--- config.mk ---
export PLATFORM = sky130hd
export DESIGN_NAME = cwf_line_fill
export DESIGN_NICKNAME = d
export VERILOG_FILES = /design/src/rtl/cwf_pkg.sv /design/src/rtl/cwf_wrap_seq.sv /design/src/rtl/cwf_arrival_map.sv /design/src/rtl/cwf_line_fill.sv
export SDC_FILE = /design/constraint.sdc
export NUM_CORES = 1
export LEC_CHECK = 0
export ABC_AREA = 1
export BUFFER_PORTS_ARGS = -buffer_cell sky130_fd_sc_hd__clkbuf_2
export CAP_MARGIN = 20
export CORE_MARGIN = 1
export CORE_UTILIZATION = 45
export CTS_CLUSTER_SIZE = 10
export DETAILED_ROUTE_END_ITERATION = 8
export PLACE_DENSITY_LB_ADDON = 0.2
export SYNTH_ARGS = -nofsm -noshare
export SYNTH_HDL_FRONTEND = slang
export SYNTH_SLANG_ARGS = --single-unit
--- constraint.sdc ---
create_clock -name clk -period 2.4 [get_ports clk]
set_clock_uncertainty 0.1 [all_clocks]
set_input_delay 0.48 -clock clk [delete_from_list [all_inputs] [get_ports clk]]
set_output_delay 0.48 -clock clk [all_outputs]
set_load 0.05 [all_outputs]
--- src/rtl/cwf_pkg.sv ---
package cwf_pkg;
  typedef enum logic {
    ST_IDLE = 1'b0,
    ST_FILL = 1'b1
  } fill_st_t;
endpackage

--- src/rtl/cwf_wrap_seq.sv ---
// Beat sequencer: walks the line from the critical word, wrapping at the end.
module cwf_wrap_seq #(
  parameter  int WORDS = 4,
  localparam int OFF_W = (WORDS > 1) ? $clog2(WORDS) : 1
) (
  input  logic             clk,
  input  logic             rst,
  input  logic             load,
  input  logic [OFF_W-1:0] start_word,
  input  logic             adv,
  output logic [OFF_W-1:0] cur_word,
  output logic             is_first,
  output logic             is_last
);
  localparam logic [OFF_W-1:0] LAST = OFF_W'(WORDS - 1);

  logic [OFF_W-1:0] ptr;
  logic [OFF_W-1:0] cnt;

  always_ff @(posedge clk) begin
    if (rst) begin
      ptr <= '0;
      cnt <= '0;
    end else if (load) begin
      ptr <= start_word;
      cnt <= '0;
    end else if (adv) begin
      ptr <= (ptr == LAST) ? '0 : ptr + 1'b1;
      cnt <= cnt + 1'b1;
    end
  end

  assign cur_word = ptr;
  assign is_first = (cnt == '0);
  assign is_last  = (cnt == LAST);
endmodule

--- src/rtl/cwf_arrival_map.sv ---
// Records which words of the pending line are already in the array.
module cwf_arrival_map #(
  parameter  int WORDS   = 4,
  parameter  int LINE_AW = 8,
  localparam int OFF_W   = (WORDS > 1) ? $clog2(WORDS) : 1
) (
  input  logic               clk,
  input  logic               rst,
  input  logic               arm,
  input  logic [LINE_AW-1:0] arm_line,
  input  logic               mark_en,
  input  logic [OFF_W-1:0]   mark_word,
  input  logic               close,
  input  logic               acc_valid,
  input  logic [LINE_AW-1:0] acc_line,
  input  logic [OFF_W-1:0]   acc_word,
  output logic               stall
);
  logic               pend;
  logic [LINE_AW-1:0] line_q;
  logic [WORDS-1:0]   have;

  always_ff @(posedge clk) begin
    if (rst) begin
      pend   <= 1'b0;
      line_q <= '0;
      have   <= '0;
    end else begin
      if (close)   pend <= 1'b0;
      if (mark_en) have[mark_word] <= 1'b1;
      // a new fill overrides the closing of the previous one
      if (arm) begin
        pend   <= 1'b1;
        line_q <= arm_line;
        have   <= '0;
      end
    end
  end

  assign stall = acc_valid && pend && (acc_line == line_q) && !have[acc_word];
endmodule

--- src/rtl/cwf_line_fill.sv ---
module cwf_line_fill
  import cwf_pkg::*;
#(
  parameter  int WORDS   = 4,
  parameter  int DATA_W  = 64,
  parameter  int LINE_AW = 8,
  localparam int OFF_W   = (WORDS > 1) ? $clog2(WORDS) : 1
) (
  input  logic               clk,
  input  logic               rst,
  input  logic               miss_valid,
  input  logic [LINE_AW-1:0] miss_line,
  input  logic [OFF_W-1:0]   miss_word,
  output logic               miss_ready,
  output logic               mem_req_valid,
  output logic [LINE_AW-1:0] mem_req_line,
  output logic [OFF_W-1:0]   mem_req_word,
  input  logic               mem_rsp_valid,
  input  logic [DATA_W-1:0]  mem_rsp_data,
  output logic [DATA_W-1:0]  cpu_rdata,
  output logic               cpu_restart,
  input  logic               cpu_acc_valid,
  input  logic [LINE_AW-1:0] cpu_acc_line,
  input  logic [OFF_W-1:0]   cpu_acc_word,
  output logic               cpu_stall,
  output logic               cw_en,
  output logic [LINE_AW-1:0] cw_line,
  output logic [OFF_W-1:0]   cw_word,
  output logic [DATA_W-1:0]  cw_data,
  output logic               fill_done
);
  fill_st_t           st;
  logic [LINE_AW-1:0] fill_line;
  logic               accept;
  logic               beat;
  logic [OFF_W-1:0]   cur_word;
  logic               is_first;
  logic               is_last;

  assign accept = miss_ready && miss_valid;
  assign beat   = (st == ST_FILL) && mem_rsp_valid;

  cwf_wrap_seq #(.WORDS(WORDS)) u_seq (
    .clk        (clk),
    .rst        (rst),
    .load       (accept),
    .start_word (miss_word),
    .adv        (beat),
    .cur_word   (cur_word),
    .is_first   (is_first),
    .is_last    (is_last)
  );

  cwf_arrival_map #(.WORDS(WORDS), .LINE_AW(LINE_AW)) u_map (
    .clk       (clk),
    .rst       (rst),
    .arm       (accept),
    .arm_line  (miss_line),
    .mark_en   (cw_en),
    .mark_word (cw_word),
    .close     (fill_done),
    .acc_valid (cpu_acc_valid),
    .acc_line  (cpu_acc_line),
    .acc_word  (cpu_acc_word),
    .stall     (cpu_stall)
  );

  always_ff @(posedge clk) begin
    if (rst) begin
      st            <= ST_IDLE;
      miss_ready    <= 1'b1;
      mem_req_valid <= 1'b0;
      mem_req_line  <= '0;
      mem_req_word  <= '0;
      fill_line     <= '0;
      cw_en         <= 1'b0;
      cw_line       <= '0;
      cw_word       <= '0;
      cw_data       <= '0;
      cpu_rdata     <= '0;
      cpu_restart   <= 1'b0;
      fill_done     <= 1'b0;
    end else begin
      mem_req_valid <= 1'b0;
      cw_en         <= 1'b0;
      cpu_restart   <= 1'b0;
      fill_done     <= 1'b0;
      if (accept) begin
        st            <= ST_FILL;
        miss_ready    <= 1'b0;
        mem_req_valid <= 1'b1;
        mem_req_line  <= miss_line;
        mem_req_word  <= miss_word;
        fill_line     <= miss_line;
      end
      if (beat) begin
        cw_en   <= 1'b1;
        cw_line <= fill_line;
        cw_word <= cur_word;
        cw_data <= mem_rsp_data;
        if (is_first) begin
          cpu_rdata   <= mem_rsp_data;
          cpu_restart <= 1'b1;
        end
        if (is_last) begin
          fill_done  <= 1'b1;
          st         <= ST_IDLE;
          miss_ready <= 1'b1;
        end
      end
    end
  end
endmodule

### Word-level counts from Yosys, hierarchy flattened

Index checks and enable logic that the tools add are counted.

| cells by class | value |
|---|---|
| shifts and indexed selects | 0 |
| multipliers | 0 |
| reductions and logical operators | 13 |
| bitwise gates (word level) | 2 |
| add/sub/neg operators | 2 |
| mux-type cells | 19 |
| divide/modulo/power cells | 0 |
| magnitude comparators | 3 |
| equality and inequality tests | 3 |

Operators by type and width:

| cell | number |
|---|---|
| 1-bit 2-to-1 mux | 14 |
| 8-bit == test | 1 |
| 1-bit logical AND | 6 |
| 2-bit by 3-bit < comparator with 1-bit output (second input constant) | 2 |
| 2-bit 2-to-1 mux | 3 |
| 2-bit by 1-bit adder with 2-bit output (second input constant) | 2 |
| 2-bit == test (second input constant) | 2 |
| 4-bit OR | 1 |
| 2-bit nonzero test | 2 |
| 2-bit OR reduction | 2 |
| 1-bit binary-select mux with 2-bit select | 1 |
| 1-bit demux with 2-bit select | 1 |
| 2-bit by 1-bit greater-or-equal comparator with 1-bit output (second input constant) | 1 |
| 2-bit zero test | 1 |
| 2-bit AND reduction | 1 |
| 1-bit zero test | 1 |
| 1-bit inverter | 1 |

| word-level totals | value |
|---|---|
| memory bits (writable) | 0 |
| memory bits (read-only) | 0 |
| memories | 0 |
| input port bits | 89 |
| bits in registers | 163 |
| bits in latches | 0 |
| word-level logic and storage cells | 58 |

### Logic depth before layout (Yosys ltp)

| depth | value |
|---|---|
| depth in word-level cells | 5 |
| gate-level depth with buffers | 8 |
| depth with buffers taken out | 8 |

### Modules after synthesis

A second synthesis with hierarchy kept.

| unflattened totals | value |
|---|---|
| cell total of the unflattened synthesis | 997 |
| area, all modules | 6969.2 µm² |

Modules (own cells, without submodules):

| module | cells an instance | area each (µm²) | sequential area each (µm²) | instances |
|---|---|---|---|---|
| cwf_line_fill | 859 | 6057.1 | 3083.0 | 1 |
| cwf_arrival_map | 104 | 684.4 | 260.2 | 1 |
| cwf_wrap_seq | 34 | 227.7 | 80.1 | 1 |

### Worst setup path after synthesis

OpenSTA, ideal clock, no wires.

| timing path | value |
|---|---|
| kind | register to output |
| start point | register u_map.line_q[1] |
| end point | output cpu_stall |
| required time | 1.820 ns |
| data arrival time | 1.740 ns |
| cell stages (with the launch flop) | 9 |
| path slack | 0.080 ns |
| path buffers | 0 |
| cells stage by stage | dfxtp_1 > inv_1 > nand2_1 > nand2_1 > inv_1 > nand2_1 > nor2_1 > nand2_1 > nor2_1 |

| between the ends | value |
|---|---|
| cells in the longest elaborated chain, start to end | 3 |

Ends and longest elaborated chain:

| item | line | RTL |
|---|---|---|
| start, declared | cwf_arrival_map.sv:20 | `logic [LINE_AW-1:0] line_q;` |
| start signal, assigned | cwf_arrival_map.sv:34 | `line_q <= arm_line;` |
| 8-bit == test | cwf_arrival_map.sv:40 | `assign stall = acc_valid && pend && (acc_line == line_q) && !have[acc_word];` |
| 1-bit logical AND (2 in a row) | cwf_arrival_map.sv:40 |  |
| end, declared | cwf_line_fill.sv:25 | `output logic cpu_stall,` |

Every way passes these cells.

### Worst setup path after layout

| timing path | value |
|---|---|
| start point | register u_map.line_q[6] |
| end point | output cpu_stall |

Same word-level chain as after synthesis.

==> impl_metrics.sql <==
INSERT INTO impl_metrics (metric_group, metric, value, unit) VALUES
('die', 'core.rowCount', '41', ''),
('timing', 'timing.final.ws_setup', '228', 'ps'),
('critical_path', 'worst_r2r_path_depth', '6', ''),
('power_and_ir_drop', 'p_leak', '3.49', 'nW'),
('timing', 'slew_headroom', '53.7', '%'),
('worst_hold_path', 'path_type_of_the_worst_min_delay_path', 'in2reg', ''),
('cells_and_area', 'fin_nets', '1050', ''),
('logic_synthesis', 'syn-cell-area', '5960', 'µm²'),
('drt', 'drc', '0', ''),
('critical_path', 'worst_r2r_startpoint', 'u_seq.cnt[0]', ''),
('worst_hold_path', 'timing.hold.worst.start', 'miss_line[7]', ''),
('logic_synthesis', 'seq_total_area_yosys', '54.7', '%'),
('timing', 'fin_setup_tns', '0', 'ps'),
('place', 'dp_slack', '474', 'ps'),
('die', 'die-height', '117', 'µm'),
('global_routing', 'global_routing_usage_summed_across_all_routing_layers', '22.7', '%'),
('outcome', 'status', 'completed', ''),
('logic_synthesis', 'synth_fa_ha_area_share', '0.630', '%'),
('logic_synthesis', 'synth.lib_cells_used.distinct', '22', ''),
('clock_tree', 'clock_sink_count', '163', ''),
('drt', 'drt_iter0_drc', '412', ''),
('global_routing', 'total_global_routing_overflow', '0', ''),
('cells_and_area', 'syn2layout_area_growth', '30.4', '%'),
('clock_tree', 'cts_buffers', '17', ''),
('clock_tree', 'cts-htree-levels', '4', ''),
('global_routing', 'wire_length_of_the_first_global_routing_pass', '24000', 'µm'),
('run', 'drv.max_cap_violation_count', '0', ''),
('drt', 'antenna_violating_nets_post_route', '0', ''),
('place', 'portBuffers', '242', ''),
('logic_synthesis', 'synth-warning-count', '0', ''),
('die', 'dieWidth', '117', 'µm'),
('drt', 'first_pass_iters', '4', ''),
('global_routing', 'initial_antenna_violation_count', '0', ''),
('critical_path', 'worst_r2r_endpoint', 'cpu_rdata[49]', ''),
('drt', 'wl_per_cell', '13.6', 'µm'),
('clock_tree', 'clock-root-buffer', 'sky130_fd_sc_hd__clkbuf_16', ''),
('drt', 'drt_wirelength', '15500', 'µm'),
('logic_synthesis', 'synthSimpleGateAreaFrac', '21.3', '%'),
('clock_tree', 'postCtsSetupBuffers', '0', ''),
('logic_synthesis', 'yosys_register_bits', '163', ''),
('critical_path', 'r2r_slack', '700', 'ps'),
('cells_and_area', 'post_route_cells_drive_above_1_share', '29.9', '%'),
('global_routing', 'first_global_vias', '5014', ''),
('die', 'fp.dieArea', '13700', 'µm²'),
('drt', 'dr_total_vias', '5568', ''),
('critical_path', 'worst-path-max-fanout', '3', ''),
('worst_hold_path', 'timing.hold.worst_endpoint', 'u_map.line_q[7]', ''),
('clock_tree', 'cts_hold_repair.buffers', '0', ''),
('critical_path', 'worstPathArrival', '1590', 'ps'),
('timing', 'fmax', '460', 'MHz'),
('place', 'finalWeightedCongestion', '0.772', ''),
('power_and_ir_drop', 'ir_drop', '0.531', 'mV'),
('logic_synthesis', 'syn_inst', '742', ''),
('drt', 'detail_route.vias_per_cell', '4.87', ''),
('cells_and_area', 'layout_common_cells', '242 x sky130_fd_sc_hd__clkbuf_2, 163 x sky130_fd_sc_hd__dfxtp_1, 140 x sky130_fd_sc_hd__nor2_1', ''),
('timing', 'final.min_clock_period', '2170', 'ps'),
('power_and_ir_drop', 'pwr_density_cell', '865', 'nW/µm²'),
('logic_synthesis', 'synthMuxAreaShare', '0', '%'),
('die', 'start_util', '46.7', '%'),
('timing', 'layout_worst_path_cycle_share', '90.5', '%'),
('timing', 'slew_viol_final', '0', ''),
('logic_synthesis', 'synth_compound_gate_area_share', '14.9', '%'),
('die', 'coreArea', '12800', 'µm²'),
('clock_tree', 'tritoncts_clock_tree', 'done', ''),
('clock_tree', 'clk_latency', '410', 'ps'),
('clock_tree', 'cts_resized', '0', ''),
('timing', 'final-setup-viol-count', '0', ''),
('logic_synthesis', 'synth_area_per_cell', '8.03', 'µm²'),
('cells_and_area', 'finish.instance_area', '7770', 'µm²'),
('clock_tree', 'clk_path_buf_depth', '2', ''),
('logic_synthesis', 'synth_top_family_by_area', 'simple AND/OR/NAND/NOR gates', '');
-- how the worst max path moves through the flow --
| stage | endpoint | slack (ps) | start | cells past startpoint |
|---|---|---|---|---|
| after detailed placement | cpu_stall | 470 | cpu_acc_valid | 8 |
| after global placement | cpu_stall | 480 | cpu_acc_valid | 8 |
| after global routing | cpu_stall | 60 | u_map.line_q[3] | 9 |
| after CTS | cpu_stall | 210 | u_map.line_q[6] | 7 |
| after floorplan | cpu_stall | 80 | u_map.line_q[1] | 8 |
| final | cpu_stall | 230 | u_map.line_q[6] | 7 |
-- worst max-delay path: stages, from the launching register on --
cell,delay (ps)
sky130_fd_sc_hd__dfxtp_1,350
sky130_fd_sc_hd__inv_1,80
sky130_fd_sc_hd__a21oi_1,130
sky130_fd_sc_hd__nand2_1,60
sky130_fd_sc_hd__nor2_1,120
sky130_fd_sc_hd__nand2_1,80
sky130_fd_sc_hd__nor2_1,80
sky130_fd_sc_hd__clkbuf_2,280
-- per-stage QoR --
stage | utilization (%) | hold WS, ps | power, W
finish | 60.8 | 158 | 0.00672
global route | 60.8 | 149 | 0.00699
CTS | 60.8 | 150 | 0.00678
detailed placement | 56.1 | 326 | 0.00406
global placement | 56.1 | 324 | 0.00405
floorplan | - | 329 | 0.00377
-- final cells by class --
| class | count | area, µm² |
|---|---|---|
| multi-input combinational | 493 | 2230 |
| clock buffer | 24 | 512 |
| tap | 172 | 215 |
| sequential | 163 | 3260 |
| fill | 1219 | 5000 |
| clock inverter | 8 | 97.6 |
| inverter | 31 | 119 |
| timing repair buffer | 252 | 1340 |
| antenna | 1 | 2.50 |
-- state kept, by name (all words and copies together), names as in the netlist, 2 cells and up --
name and count:
u_seq.cnt 2, cw_line 8, cw_data 64, mem_req_word 2
u_map.have 4, cw_word 2, u_seq.cur_word 2, u_map.line_q 8
cpu_rdata 64
-- Yosys cell counts --
cell	number	area, µm²
sky130_fd_sc_hd__buf_4	9	67.6
sky130_fd_sc_hd__a211oi_1	1	7.51
sky130_fd_sc_hd__o211ai_1	3	22.5
sky130_fd_sc_hd__nand2_2	2	12.5
sky130_fd_sc_hd__o21ai_0	85	425
sky130_fd_sc_hd__xor2_1	2	17.5
sky130_fd_sc_hd__nor2_2	1	6.26
sky130_fd_sc_hd__inv_4	1	6.26
sky130_fd_sc_hd__nand3_1	71	355
sky130_fd_sc_hd__dfxtp_1	163	3260
sky130_fd_sc_hd__buf_6	13	146
sky130_fd_sc_hd__o31ai_1	1	7.51
sky130_fd_sc_hd__buf_2	15	75.1
sky130_fd_sc_hd__a21oi_1	81	405
sky130_fd_sc_hd__a31oi_1	3	18.8
sky130_fd_sc_hd__nand2_1	99	372
sky130_fd_sc_hd__inv_2	1	3.75
sky130_fd_sc_hd__xnor2_1	1	8.76
sky130_fd_sc_hd__nor2_1	140	526
sky130_fd_sc_hd__ha_1	3	37.5
sky130_fd_sc_hd__inv_1	29	109
sky130_fd_sc_hd__clkbuf_1	18	67.6
-- power breakdown --
group / switching (W) / internal [W] / leakage [nW]
logic: 0.000812 / 0.000266 / 1.87
registers: 0.0000745 / 0.00285 / 1.33
clock network: 0.00103 / 0.00169 / 0.294
-- routing by layer --
layer / track usage (%) / vias up / share of wire, % / wire length [µm]
met5: 0 / - / 0 / 0
met3: 7.98 / 21 / 6.4 / 993
met1: 26.4 / 2526 / 42 / 6570
li1: - / 2865 / - / -
met4: 9.79 / 0 / 2.0 / 308
met2: 37.9 / 156 / 49 / 7640
-- kinds of logic (layout without fill, tap and decap cells) --
group,after synthesis,count (layout)
DFF,163,163
buffers and inverters,86,315
and+or+nand+nor,313,313
xor gates and xnor gates,3,3
other,0,1
adders and majority gates,3,3
AOI/OAI and AO/OA,174,174
Power figures use the tool's default switching activity.
